File: config.mk
export PLATFORM = sky130hd
export DESIGN_NAME = ers_exec_redirect
export DESIGN_NICKNAME = d
export VERILOG_FILES = /design/src/rtl/ers_pkg.sv /design/src/rtl/ers_slot_scan.sv /design/src/rtl/ers_evt_cnt.sv /design/src/rtl/ers_exec_redirect.sv
export SDC_FILE = /design/constraint.sdc
export NUM_CORES = 1
export LEC_CHECK = 0
export CORE_AREA = 2 2 181 183
export CTS_CLUSTER_DIAMETER = 150
export CTS_CLUSTER_SIZE = 12
export DETAILED_ROUTE_END_ITERATION = 10
export DIE_AREA = 0 0 183 185
export HOLD_SLACK_MARGIN = 0.15
export PLACE_DENSITY = 0.68
export SLEW_MARGIN = 30
export SYNTH_ARGS = -nofsm -noshare
export SYNTH_HDL_FRONTEND = slang
export SYNTH_SLANG_ARGS = --single-unit
File: constraint.sdc
create_clock -name clk -period 9.7 [get_ports clk]
set_input_delay 1.94 -clock clk [delete_from_list [all_inputs] [get_ports clk]]
set_output_delay 1.94 -clock clk [all_outputs]
set_load 0.005 [all_outputs]
File: src/rtl/ers_pkg.sv
package ers_pkg;
    // Kind of redirect chosen for a group
    typedef enum logic {
        RD_BRANCH = 1'b0,
        RD_MEMORY = 1'b1
    } rd_kind_e;
endpackage

File: src/rtl/ers_slot_scan.sv
module ers_slot_scan
    import ers_pkg::*;
#(
    parameter int ISSUE_W = 4,
    parameter int EXEC_W  = 2,
    localparam int FU_CW  = $clog2(EXEC_W + 1),
    localparam int IDX_W  = (ISSUE_W > 1) ? $clog2(ISSUE_W) : 1
) (
    input  logic [ISSUE_W-1:0] vld_i,
    input  logic [ISSUE_W-1:0] sq_i,
    input  logic [ISSUE_W-1:0] mis_i,
    input  logic               viol_i,
    output logic [ISSUE_W-1:0] mask_o,
    output logic [FU_CW-1:0]   fu_o,
    output logic               hit_o,
    output rd_kind_e           kind_o,
    output logic [IDX_W-1:0]   idx_o
);
    int unsigned used;
    logic        halted;

    always_comb begin
        mask_o = '0;
        hit_o  = 1'b0;
        kind_o = RD_BRANCH;
        idx_o  = '0;
        used   = 0;
        halted = 1'b0;
        for (int i = 0; i < ISSUE_W; i++) begin
            if (!halted) begin
                if (!vld_i[i] || used >= EXEC_W) begin
                    halted = 1'b1;
                end else begin
                    mask_o[i] = 1'b1;
                    if (!sq_i[i]) begin
                        used = used + 1;
                        if (!hit_o && mis_i[i]) begin
                            hit_o  = 1'b1;
                            kind_o = RD_BRANCH;
                            idx_o  = IDX_W'(i);
                        end else if (!hit_o && viol_i) begin
                            hit_o  = 1'b1;
                            kind_o = RD_MEMORY;
                            idx_o  = IDX_W'(i);
                        end
                    end
                end
            end
        end
        fu_o = FU_CW'(used);
    end
endmodule

File: src/rtl/ers_evt_cnt.sv
module ers_evt_cnt #(
    parameter int W = 16
) (
    input  logic         clk,
    input  logic         rst_n,
    input  logic         inc_i,
    output logic [W-1:0] cnt_o
);
    logic [W-1:0] cnt_d, cnt_q;

    always_comb begin
        cnt_d = cnt_q;
        if (inc_i) cnt_d = cnt_q + W'(1);
    end

    always_ff @(posedge clk) begin
        if (!rst_n) cnt_q <= '0;
        else        cnt_q <= cnt_d;
    end

    assign cnt_o = cnt_q;

    a_r10_step: assert property (@(posedge clk) disable iff (!rst_n)
        (cnt_q == $past(cnt_q)) || (cnt_q == $past(cnt_q) + W'(1)));
endmodule

File: src/rtl/ers_exec_redirect.sv
module ers_exec_redirect
    import ers_pkg::*;
#(
    parameter int ISSUE_W    = 4,
    parameter int EXEC_W     = 2,
    parameter int SEQ_W      = 16,
    parameter int PC_W       = 32,
    parameter int CNT_W      = 16,
    parameter int INSN_BYTES = 4,
    localparam int FU_CW     = $clog2(EXEC_W + 1),
    localparam int IDX_W     = (ISSUE_W > 1) ? $clog2(ISSUE_W) : 1
) (
    input  logic                    clk,
    input  logic                    rst_n,
    input  logic [ISSUE_W-1:0]      slot_vld_i,
    input  logic [ISSUE_W-1:0]      slot_sq_i,
    input  logic [ISSUE_W-1:0]      slot_mis_i,
    input  logic [ISSUE_W-1:0]      slot_pt_i,
    input  logic [ISSUE_W*SEQ_W-1:0] slot_seq_i,
    input  logic [ISSUE_W*PC_W-1:0] slot_pc_i,
    input  logic [ISSUE_W*PC_W-1:0] slot_npc_i,
    input  logic                    lsq_viol_i,
    output logic [ISSUE_W-1:0]      done_mask_o,
    output logic [FU_CW-1:0]        fu_used_o,
    output logic                    rdr_vld_o,
    output logic [SEQ_W-1:0]        rdr_seq_o,
    output logic [PC_W-1:0]         rdr_pc_o,
    output logic [PC_W-1:0]         rdr_npc_o,
    output logic                    rdr_mispred_o,
    output logic                    rdr_taken_o,
    output logic [CNT_W-1:0]        cnt_pt_wrong_o,
    output logic [CNT_W-1:0]        cnt_memv_o
);
    typedef struct packed {
        logic [ISSUE_W-1:0] mask;
        logic [FU_CW-1:0]   fu;
        logic               vld;
        logic [SEQ_W-1:0]   seq;
        logic [PC_W-1:0]    pc;
        logic [PC_W-1:0]    npc;
        logic               mispred;
        logic               taken;
    } state_t;

    state_t st_d, st_q;

    logic [ISSUE_W-1:0] scan_mask;
    logic [FU_CW-1:0]   scan_fu;
    logic               scan_hit;
    rd_kind_e           scan_kind;
    logic [IDX_W-1:0]   scan_idx;
    logic [SEQ_W-1:0]   sel_seq;
    logic [PC_W-1:0]    sel_pc, sel_npc;
    logic               sel_pt;
    logic               inc_pt_d, inc_mv_d;

    ers_slot_scan #(.ISSUE_W(ISSUE_W), .EXEC_W(EXEC_W)) u_scan (
        .vld_i  (slot_vld_i),
        .sq_i   (slot_sq_i),
        .mis_i  (slot_mis_i),
        .viol_i (lsq_viol_i),
        .mask_o (scan_mask),
        .fu_o   (scan_fu),
        .hit_o  (scan_hit),
        .kind_o (scan_kind),
        .idx_o  (scan_idx)
    );

    // Field select of the winning slot
    always_comb begin
        sel_seq = slot_seq_i[scan_idx*SEQ_W +: SEQ_W];
        sel_pc  = slot_pc_i[scan_idx*PC_W +: PC_W];
        sel_npc = slot_npc_i[scan_idx*PC_W +: PC_W];
        sel_pt  = slot_pt_i[scan_idx];
    end

    always_comb begin
        st_d      = '0;
        st_d.mask = scan_mask;
        st_d.fu   = scan_fu;
        inc_pt_d  = 1'b0;
        inc_mv_d  = 1'b0;
        if (scan_hit) begin
            st_d.vld = 1'b1;
            st_d.seq = sel_seq;
            st_d.npc = sel_npc;
            if (scan_kind == RD_BRANCH) begin
                st_d.mispred = 1'b1;
                st_d.pc      = sel_pc;
                st_d.taken   = (sel_npc != (sel_pc + PC_W'(INSN_BYTES)));
                inc_pt_d     = sel_pt;
            end else begin
                inc_mv_d     = 1'b1;
            end
        end
    end

    always_ff @(posedge clk) begin
        if (!rst_n) st_q <= '0;
        else        st_q <= st_d;
    end

    ers_evt_cnt #(.W(CNT_W)) u_cnt_pt (
        .clk(clk), .rst_n(rst_n), .inc_i(inc_pt_d), .cnt_o(cnt_pt_wrong_o)
    );
    ers_evt_cnt #(.W(CNT_W)) u_cnt_mv (
        .clk(clk), .rst_n(rst_n), .inc_i(inc_mv_d), .cnt_o(cnt_memv_o)
    );

    assign done_mask_o   = st_q.mask;
    assign fu_used_o     = st_q.fu;
    assign rdr_vld_o     = st_q.vld;
    assign rdr_seq_o     = st_q.seq;
    assign rdr_pc_o      = st_q.pc;
    assign rdr_npc_o     = st_q.npc;
    assign rdr_mispred_o = st_q.mispred;
    assign rdr_taken_o   = st_q.taken;

    // Taken slots form a run from slot 0
    a_r1_contiguous: assert property (@(posedge clk) disable iff (!rst_n)
        ((done_mask_o & (done_mask_o + ISSUE_W'(1))) == '0));
    a_r2_fu_limit: assert property (@(posedge clk) disable iff (!rst_n)
        (fu_used_o <= FU_CW'(EXEC_W)));
    a_r2_fu_in_mask: assert property (@(posedge clk) disable iff (!rst_n)
        ($countones(done_mask_o) >= int'(fu_used_o)));
    a_r9_needs_unit: assert property (@(posedge clk) disable iff (!rst_n)
        rdr_vld_o |-> (fu_used_o != '0));
    a_r9_idle_zero: assert property (@(posedge clk) disable iff (!rst_n)
        !rdr_vld_o |-> (!rdr_mispred_o && !rdr_taken_o && rdr_seq_o == '0));
    a_r8_mem_shape: assert property (@(posedge clk) disable iff (!rst_n)
        (rdr_vld_o && !rdr_mispred_o) |-> (!rdr_taken_o && rdr_pc_o == '0));
    a_r10_memv_pairs: assert property (@(posedge clk) disable iff (!rst_n)
        (cnt_memv_o != $past(cnt_memv_o)) |-> (rdr_vld_o && !rdr_mispred_o));
endmodule

After elaboration in Yosys (flattened, before gate mapping)
Index checks and enable logic that the tools add are counted.
{"block": "totals", "elab_cells": 130, "out_inout_bits": 121, "ff_bits": 121}
{"block": "classes", "magnitude_cmp": 4, "muxes": 81, "addsub": 6, "n_bitwise": 2, "n_eq_ne": 1, "n_reduce_logical": 20, "n_shift": 3}
{"op": "$mux W32", "n": 8}
{"op": "$shiftx A128 B8 Y32", "n": 2}
{"op": "$ge A32 B2 Y1 const B", "n": 3}
{"op": "$mux W83", "n": 1}
{"op": "$add A32 B1 Y32 const B", "n": 2}
{"op": "$shiftx A64 B7 Y16", "n": 1}
{"op": "$mux W1", "n": 53}
{"op": "$mux W2", "n": 18}
{"op": "$add A16 B1 Y16 const B", "n": 2}
{"op": "$add A32 B3 Y32 const B", "n": 1}
{"op": "$ne A32 B32 Y1", "n": 1}
{"op": "$logic_and A1 B1 Y1", "n": 6}
{"op": "$logic_not A1 Y1", "n": 6}
{"op": "$reduce_and A2 Y1", "n": 2}
{"op": "$reduce_or A2 Y1", "n": 2}
{"op": "$logic_or A1 B1 Y1", "n": 3}
{"op": "$lt A2 B3 Y1 const B", "n": 1}
{"op": "$reduce_or A3 Y1", "n": 1}
{"op": "$add A2 B1 Y2 const B", "n": 1}
{"op": "$bmux W1 S2", "n": 1}
{"op": "$not A1 Y1", "n": 2}

Logic depth before layout (Yosys ltp)
{"block": "logic_depth", "word_depth": 30, "mapped_depth": 29, "depth_no_buf": 24}

By module
A second synthesis with hierarchy kept.
{"block": "unflattened", "hier_cells": 686, "hier_area_um2": 7470.9}
{"module": "ers_exec_redirect", "cells_each": 465, "area_per_inst_um2": 5617.9, "seq_area_each_um2": 1781.7, "n_inst": 1}
{"module": "ers_evt_cnt", "cells_each": 83, "area_per_inst_um2": 744.5, "seq_area_each_um2": 320.3, "n_inst": 2}
{"module": "ers_slot_scan", "cells_each": 55, "area_per_inst_um2": 364.1, "seq_area_each_um2": 0.0, "n_inst": 1}

Least setup slack after synthesis
No wires, ideal clock.
{"block": "synth_timing", "path_kind": "input port to flip-flop", "startpoint": "input port slot_vld_i[0]", "endpoint": "register st_q, in the netlist rdr_taken_o", "path_stages": 29, "n_path_buf": 6, "setup_time_ns": 0.127, "arrival_time_ns": 7.238, "required_ns": 9.573, "path_slack_ns": 2.335, "cell_sequence": "buf_2 -> nand2b_1 -> inv_1 -> ha_1 -> nand2_1 -> o21ai_0 -> nand2_1 -> inv_1 -> ha_1 -> o21ba_2 -> o31a_1 -> nor4_4 -> buf_6 -> buf_6 -> buf_4 -> buf_1 -> clkbuf_1 -> nand2_1 -> a31oi_1 -> ha_1 -> nand3_1 -> nor3_1 -> or3_1 -> nand4_2 -> or2_1 -> o41ai_2 -> o2111ai_1 -> nor4_2 -> a31oi_1"}
{"block": "synth_via", "elab_chain_len": 25}
{"element": "start: declaration", "line_no": "ers_exec_redirect.sv:15", "source": "input logic [ISSUE_W-1:0] slot_vld_i,"}
{"element": "parallel branches: the longest is 21 deep, another holds $add A32 B1 Y32"}
{"element": "$mux W2 (*)", "line_no": "ers_slot_scan.sv:30", "source": "if (!halted) begin"}
{"element": "$shiftx A128 B8 Y32 (*)", "line_no": "ers_exec_redirect.sv:72", "source": "sel_pc = slot_pc_i[scan_idx*PC_W +: PC_W];"}
{"element": "named net sel_pc[3]", "line_no": "ers_exec_redirect.sv:53", "source": "logic [PC_W-1:0] sel_pc, sel_npc;"}
{"element": "$add A32 B3 Y32 (*)", "line_no": "ers_exec_redirect.sv:90", "source": "st_d.taken = (sel_npc != (sel_pc + PC_W'(INSN_BYTES)));"}
{"element": "$ne A32 B32 Y1 (*)", "line_no": "ers_exec_redirect.sv:90"}
{"element": "end signal: assignment", "line_no": "ers_exec_redirect.sv:100", "source": "else st_q <= st_d;"}
{"element": "end: declaration", "line_no": "ers_exec_redirect.sv:45", "source": "state_t st_d, st_q;"}
Mark *: on every way through the listed nets, which the timed path passes.
A chain may end at the register's enable or synchronous reset.

Final worst setup path
{"block": "layout_timing", "startpoint": "input port slot_vld_i[0]", "endpoint": "register st_q, in the netlist rdr_taken_o"}
{"block": "layout_via", "elab_chain_len": 25}
{"element": "parallel branches: the longest is 25 deep, another holds $add A32 B1 Y32"}
Several ways; the timed one is not identified.

==> flow_summary.yaml <==
run_status:
  run_status: "finished, final reports clean"
drt:
  detailedRoute.firstIterationViolations: 422
  route.antenna.remaining_nets: 0
  routed-via-count: 9146
  vias_per_cell: 5.078
  drt_drc_violations_left: 0
  detail_route.wl_per_cell_um: 22.15
  routed_wirelength_mm: 39.90
  drt_pre_antenna_iters: 4
grt:
  grt_max_degree: 57
  globalRouteTotalUtil_pct: 22.54
  first_global_vias: 9207
  grt_antenna_before_repair: 3
  grt_overflow: 0
  grt_pass1_wl_mm: 56.39
yosys:
  leading_register_cell_type_out_of_synthesis: "sky130_fd_sc_hd__dfxtp_1"
  post_synth_instance_area_um2: 8308
  seq_area_frac_synth_pct: 29.16
  yosys.area.top_type: "sky130_fd_sc_hd__dfxtp_1"
  synthArstFlopShare_pct: 0
  ys_warn_count: 0
  synth-edff-count: 0
  postSynthRegisterBits: 121
  number_of_instances_in_the_synthesized_netlist: 941
  post_synth.cell_area_avg_um2: 8.829
  synthTopCellsByArea: "sky130_fd_sc_hd__dfxtp_1 29%, sky130_fd_sc_hd__mux2i_1 9.9%, sky130_fd_sc_hd__xnor2_1 5.8%"
  synth_nets: 1285
  synth_cell_type_count: 84
  post-synth-top-area-fraction_pct: 29.16
floorplanning:
  floorplan.initialDensity_pct: 25.93
  num_io_pins: 460
  fp.coreArea_um2: 32040
  chipWidth_um: 183
  fp.dieArea_um2: 33860
  die_height_um: 185
  core.rowCount: 66
worst_setup_path:
  critical_path_required_ns: 9.98
  reg2reg_slack_ns: 7.68
  critPathKind: "primary input to register"
  regToRegEndpoint: "u_cnt_mv.cnt_o[12]$_SDFFE_PN0P_"
  worstRegToRegCells: 8
  timing.rr.start: "u_cnt_mv.cnt_o[0]$_SDFFE_PN0P_"
  worst_setup_path_end_kind: "register"
  timing.critical_path.arrival_ns: 8.05
  crit_path_max_fanout: 51
  startpoint_type: "primary input"
timing:
  period_share_pct: 80.12
  rsz0062_at_grt: "no"
  finalSetupViolCount: 0
  timing.fmax_ghz: 0.1287
  finalMaxSlewViolations: 0
  slew_headroom_pct: 36.29
  hold_violations: 0
  final.setup.worst_slack_ns: 1.928
  timing.setup.tns_ns: 0
  clock-skew-final_ns: 0.007961
  timing.final.crit_period_ns: 7.772
  tightest_slew_ns: 0.9499
pwr:
  cell_internal_pwr_w: 0.001169
  leakagePower_nw: 5.199
  power.share.sequential_pct: 32.1
  power-per-cell-area_nw_per_um2: 117.6
  clockPowerShare_pct: 40.8
  power.combinational.fraction_pct: 27.1
  power.share.switching_pct: 28.12
  worst_ir_drop_vdd_mv: 0.1194
  netSwitchingPower_w: 0.0004575
layout:
  layout.cells.most_common_list: "458 x sky130_fd_sc_hd__clkdlybuf4s50_1, 121 x sky130_fd_sc_hd__dfxtp_1, 99 x sky130_fd_sc_hd__nand2_1"
  multi_input_area_um2: 5513
  seq_area_um2: 2422
  fillCellCount: 3137
  final_nets: 1722
  drive_above_1_share_pct: 8.993
  leading_cell_type_in_the_layout_fill_and_taps_excluded: "sky130_fd_sc_hd__clkdlybuf4s50_1"
  syn_to_final_growth_pct: 66.48
min_path:
  hold_path_class: "register to register"
  number_of_cells_on_the_worst_hold_path: 2
  hp_start: "u_cnt_pt.cnt_o[15]$_SDFFE_PN0P_"
  min_to: "u_cnt_pt.cnt_o[15]$_SDFFE_PN0P_"
clock_network:
  cts_tree: "built"
  cts_root_buffer: "sky130_fd_sc_hd__clkbuf_16"
  cts_inserted_buffers: 17
  post_cts_resize_count: 0
  max-clock-path-buffers: 2
  htree_levels: 4
  worstSkewPairLatency_ns: 0.41
  postCtsHoldBufs: 0
  worst_setup_hold_path_clk_slew_ns: 0.06
  clkSinkCount: 121
  cts_post_setup_buffers_inserted: 0
run:
  number_of_max_cap_violations: 0
placement:
  gp_congestion: 0.9038
  post-dp-hpwl_mm: 32.40
  preCtsSetupSlack_ns: 1.584
  buffer_ports.inserted: 459
[worst max-delay path, cell delays in order]
cell and delay, ns:
sky130_fd_sc_hd__clkdlybuf4s50_1 0.65, sky130_fd_sc_hd__nand2b_1 0.22, sky130_fd_sc_hd__inv_1 0.12, sky130_fd_sc_hd__ha_1 0.23
sky130_fd_sc_hd__nand2_1 0.06, sky130_fd_sc_hd__o21ai_0 0.08, sky130_fd_sc_hd__nand2_1 0.14, sky130_fd_sc_hd__inv_1 0.08
sky130_fd_sc_hd__ha_1 0.32, sky130_fd_sc_hd__o21ba_2 0.26, sky130_fd_sc_hd__o31a_1 0.34, sky130_fd_sc_hd__nor4_4 0.58
sky130_fd_sc_hd__buf_4 0.68, sky130_fd_sc_hd__a311oi_1 0.24, sky130_fd_sc_hd__nor4_1 0.69, sky130_fd_sc_hd__nand3_1 0.30
sky130_fd_sc_hd__o41ai_2 0.39, sky130_fd_sc_hd__o2111ai_1 0.20, sky130_fd_sc_hd__nor4_2 0.34, sky130_fd_sc_hd__a31oi_1 0.13
[cells in the mapped netlist (4+ instances only)]
| library cell | instances |
|---|---|
| sky130_fd_sc_hd__or2_2 | 7 |
| sky130_fd_sc_hd__o21ai_0 | 19 |
| sky130_fd_sc_hd__nand2b_1 | 7 |
| sky130_fd_sc_hd__nor2_1 | 71 |
| sky130_fd_sc_hd__dfxtp_1 | 121 |
| sky130_fd_sc_hd__xnor2_1 | 55 |
| sky130_fd_sc_hd__mux4_2 | 18 |
| sky130_fd_sc_hd__a21oi_1 | 13 |
| sky130_fd_sc_hd__and4_1 | 6 |
| sky130_fd_sc_hd__and3_1 | 45 |
| sky130_fd_sc_hd__o211a_1 | 4 |
| sky130_fd_sc_hd__mux2i_1 | 82 |
| sky130_fd_sc_hd__nor2b_1 | 5 |
| sky130_fd_sc_hd__o221ai_1 | 6 |
| sky130_fd_sc_hd__inv_1 | 16 |
| sky130_fd_sc_hd__xor2_1 | 20 |
| sky130_fd_sc_hd__a41oi_1 | 5 |
| sky130_fd_sc_hd__mux2_2 | 21 |
| sky130_fd_sc_hd__nand2_1 | 99 |
| sky130_fd_sc_hd__a2111oi_0 | 6 |
| sky130_fd_sc_hd__nor4_1 | 10 |
| sky130_fd_sc_hd__and2_1 | 47 |
| sky130_fd_sc_hd__nand4_1 | 17 |
| sky130_fd_sc_hd__nand3_1 | 37 |
| sky130_fd_sc_hd__a211oi_1 | 13 |
| sky130_fd_sc_hd__a221oi_1 | 6 |
| sky130_fd_sc_hd__nor3_1 | 17 |
| sky130_fd_sc_hd__o22ai_1 | 4 |
| sky130_fd_sc_hd__buf_2 | 14 |
| sky130_fd_sc_hd__o31ai_1 | 4 |
| sky130_fd_sc_hd__clkbuf_1 | 30 |
| sky130_fd_sc_hd__a32oi_1 | 4 |
| sky130_fd_sc_hd__a31oi_1 | 10 |
| sky130_fd_sc_hd__buf_6 | 8 |
| sky130_fd_sc_hd__ha_1 | 5 |
| sky130_fd_sc_hd__o211ai_1 | 10 |
[final cells by class]
cell class / instances / area share (%)
multi-input combinational: 745 / 39.86
clock buffer: 19 / 3.202
antenna: 3 / 0.05428
clock inverter: 12 / 1.086
timing repair buffer: 477 / 34.16
sequential: 121 / 17.51
tap: 408 / 3.691
inverter: 16 / 0.4342
[through the flow]
step	area [µm²]	cells	power [W]	util, %	hold WS, ns
after floorplan	8308	941	0.0007191	-	0.4805
after global placement	13230	1767	0.0009714	41.29	0.4743
after detailed placement	13230	1767	0.0009739	41.29	0.5086
after CTS	13820	1798	0.001647	43.14	0.5164
after global routing	13830	1801	0.001696	43.17	0.5422
final	13830	1801	0.001627	43.17	0.5058
[layer usage]
layer / vias to the layer above / part of all wire [%] / global-route usage, %
met4: 0 / 2.9 / 8.128
li1: 4325 / - / -
met5: - / 0 / 0
met2: 433 / 50 / 41.20
met3: 60 / 8.0 / 6.095
met1: 4328 / 39 / 25.03
[cells by family (layout without fill, tap and decap cells)]
| kind of cell | after synthesis | after routing | share of synthesized area [%] |
|---|---|---|---|
| flops | 121 | 121 | 29.16 |
| buf+inv | 75 | 524 | 4.669 |
| other cells | 0 | 3 | 0 |
| simple gates | 395 | 395 | 25.14 |
| xor+xnor | 76 | 76 | 8.102 |
| fa+ha+maj | 5 | 5 | 0.7530 |
| compound gates | 148 | 148 | 14.58 |
| mux | 121 | 121 | 17.61 |
[sequential cells by signal (all words and copies together) (netlist names)]
| name | cells |
|---|---|
| done_mask_o | 4 |
| fu_used_o | 2 |
| rdr_mispred_o | 1 |
| rdr_npc_o | 32 |
| rdr_pc_o | 32 |
| rdr_seq_o | 16 |
| rdr_taken_o | 1 |
| rdr_vld_o | 1 |
| u_cnt_mv.cnt_o | 16 |
| u_cnt_pt.cnt_o | 16 |
[power groups by stage]
stage / sequential (W) / clock (W) / combinational [W]
after floorplan: 0.000533 / 0 / 0.000186
after global placement: 0.000532 / 0 / 0.000439
after detailed placement: 0.000532 / 0 / 0.000441
after CTS: 0.000522 / 0.000681 / 0.000444
after global routing: 0.000523 / 0.000702 / 0.000472
final: 0.000521 / 0.000664 / 0.000441
[worst max-delay path by stage]
stage | from | to | slack (ns) | depth (start not counted)
3_3_place_gp | slot_vld_i[0] | rdr_taken_o$_SDFF_PP0_ | 1.76 | 20
6_report | slot_vld_i[0] | rdr_taken_o$_SDFF_PP0_ | 1.93 | 20
5_1_grt | slot_vld_i[0] | rdr_taken_o$_SDFF_PP0_ | 1.59 | 20
3_5_place_dp | slot_vld_i[0] | rdr_taken_o$_SDFF_PP0_ | 1.58 | 20
2_1_floorplan | slot_vld_i[0] | rdr_taken_o$_SDFF_PP0_ | 2.33 | 29
4_1_cts | slot_vld_i[0] | rdr_taken_o$_SDFF_PP0_ | 1.99 | 20
Note: power is estimated with default switching activity, not from simulation.
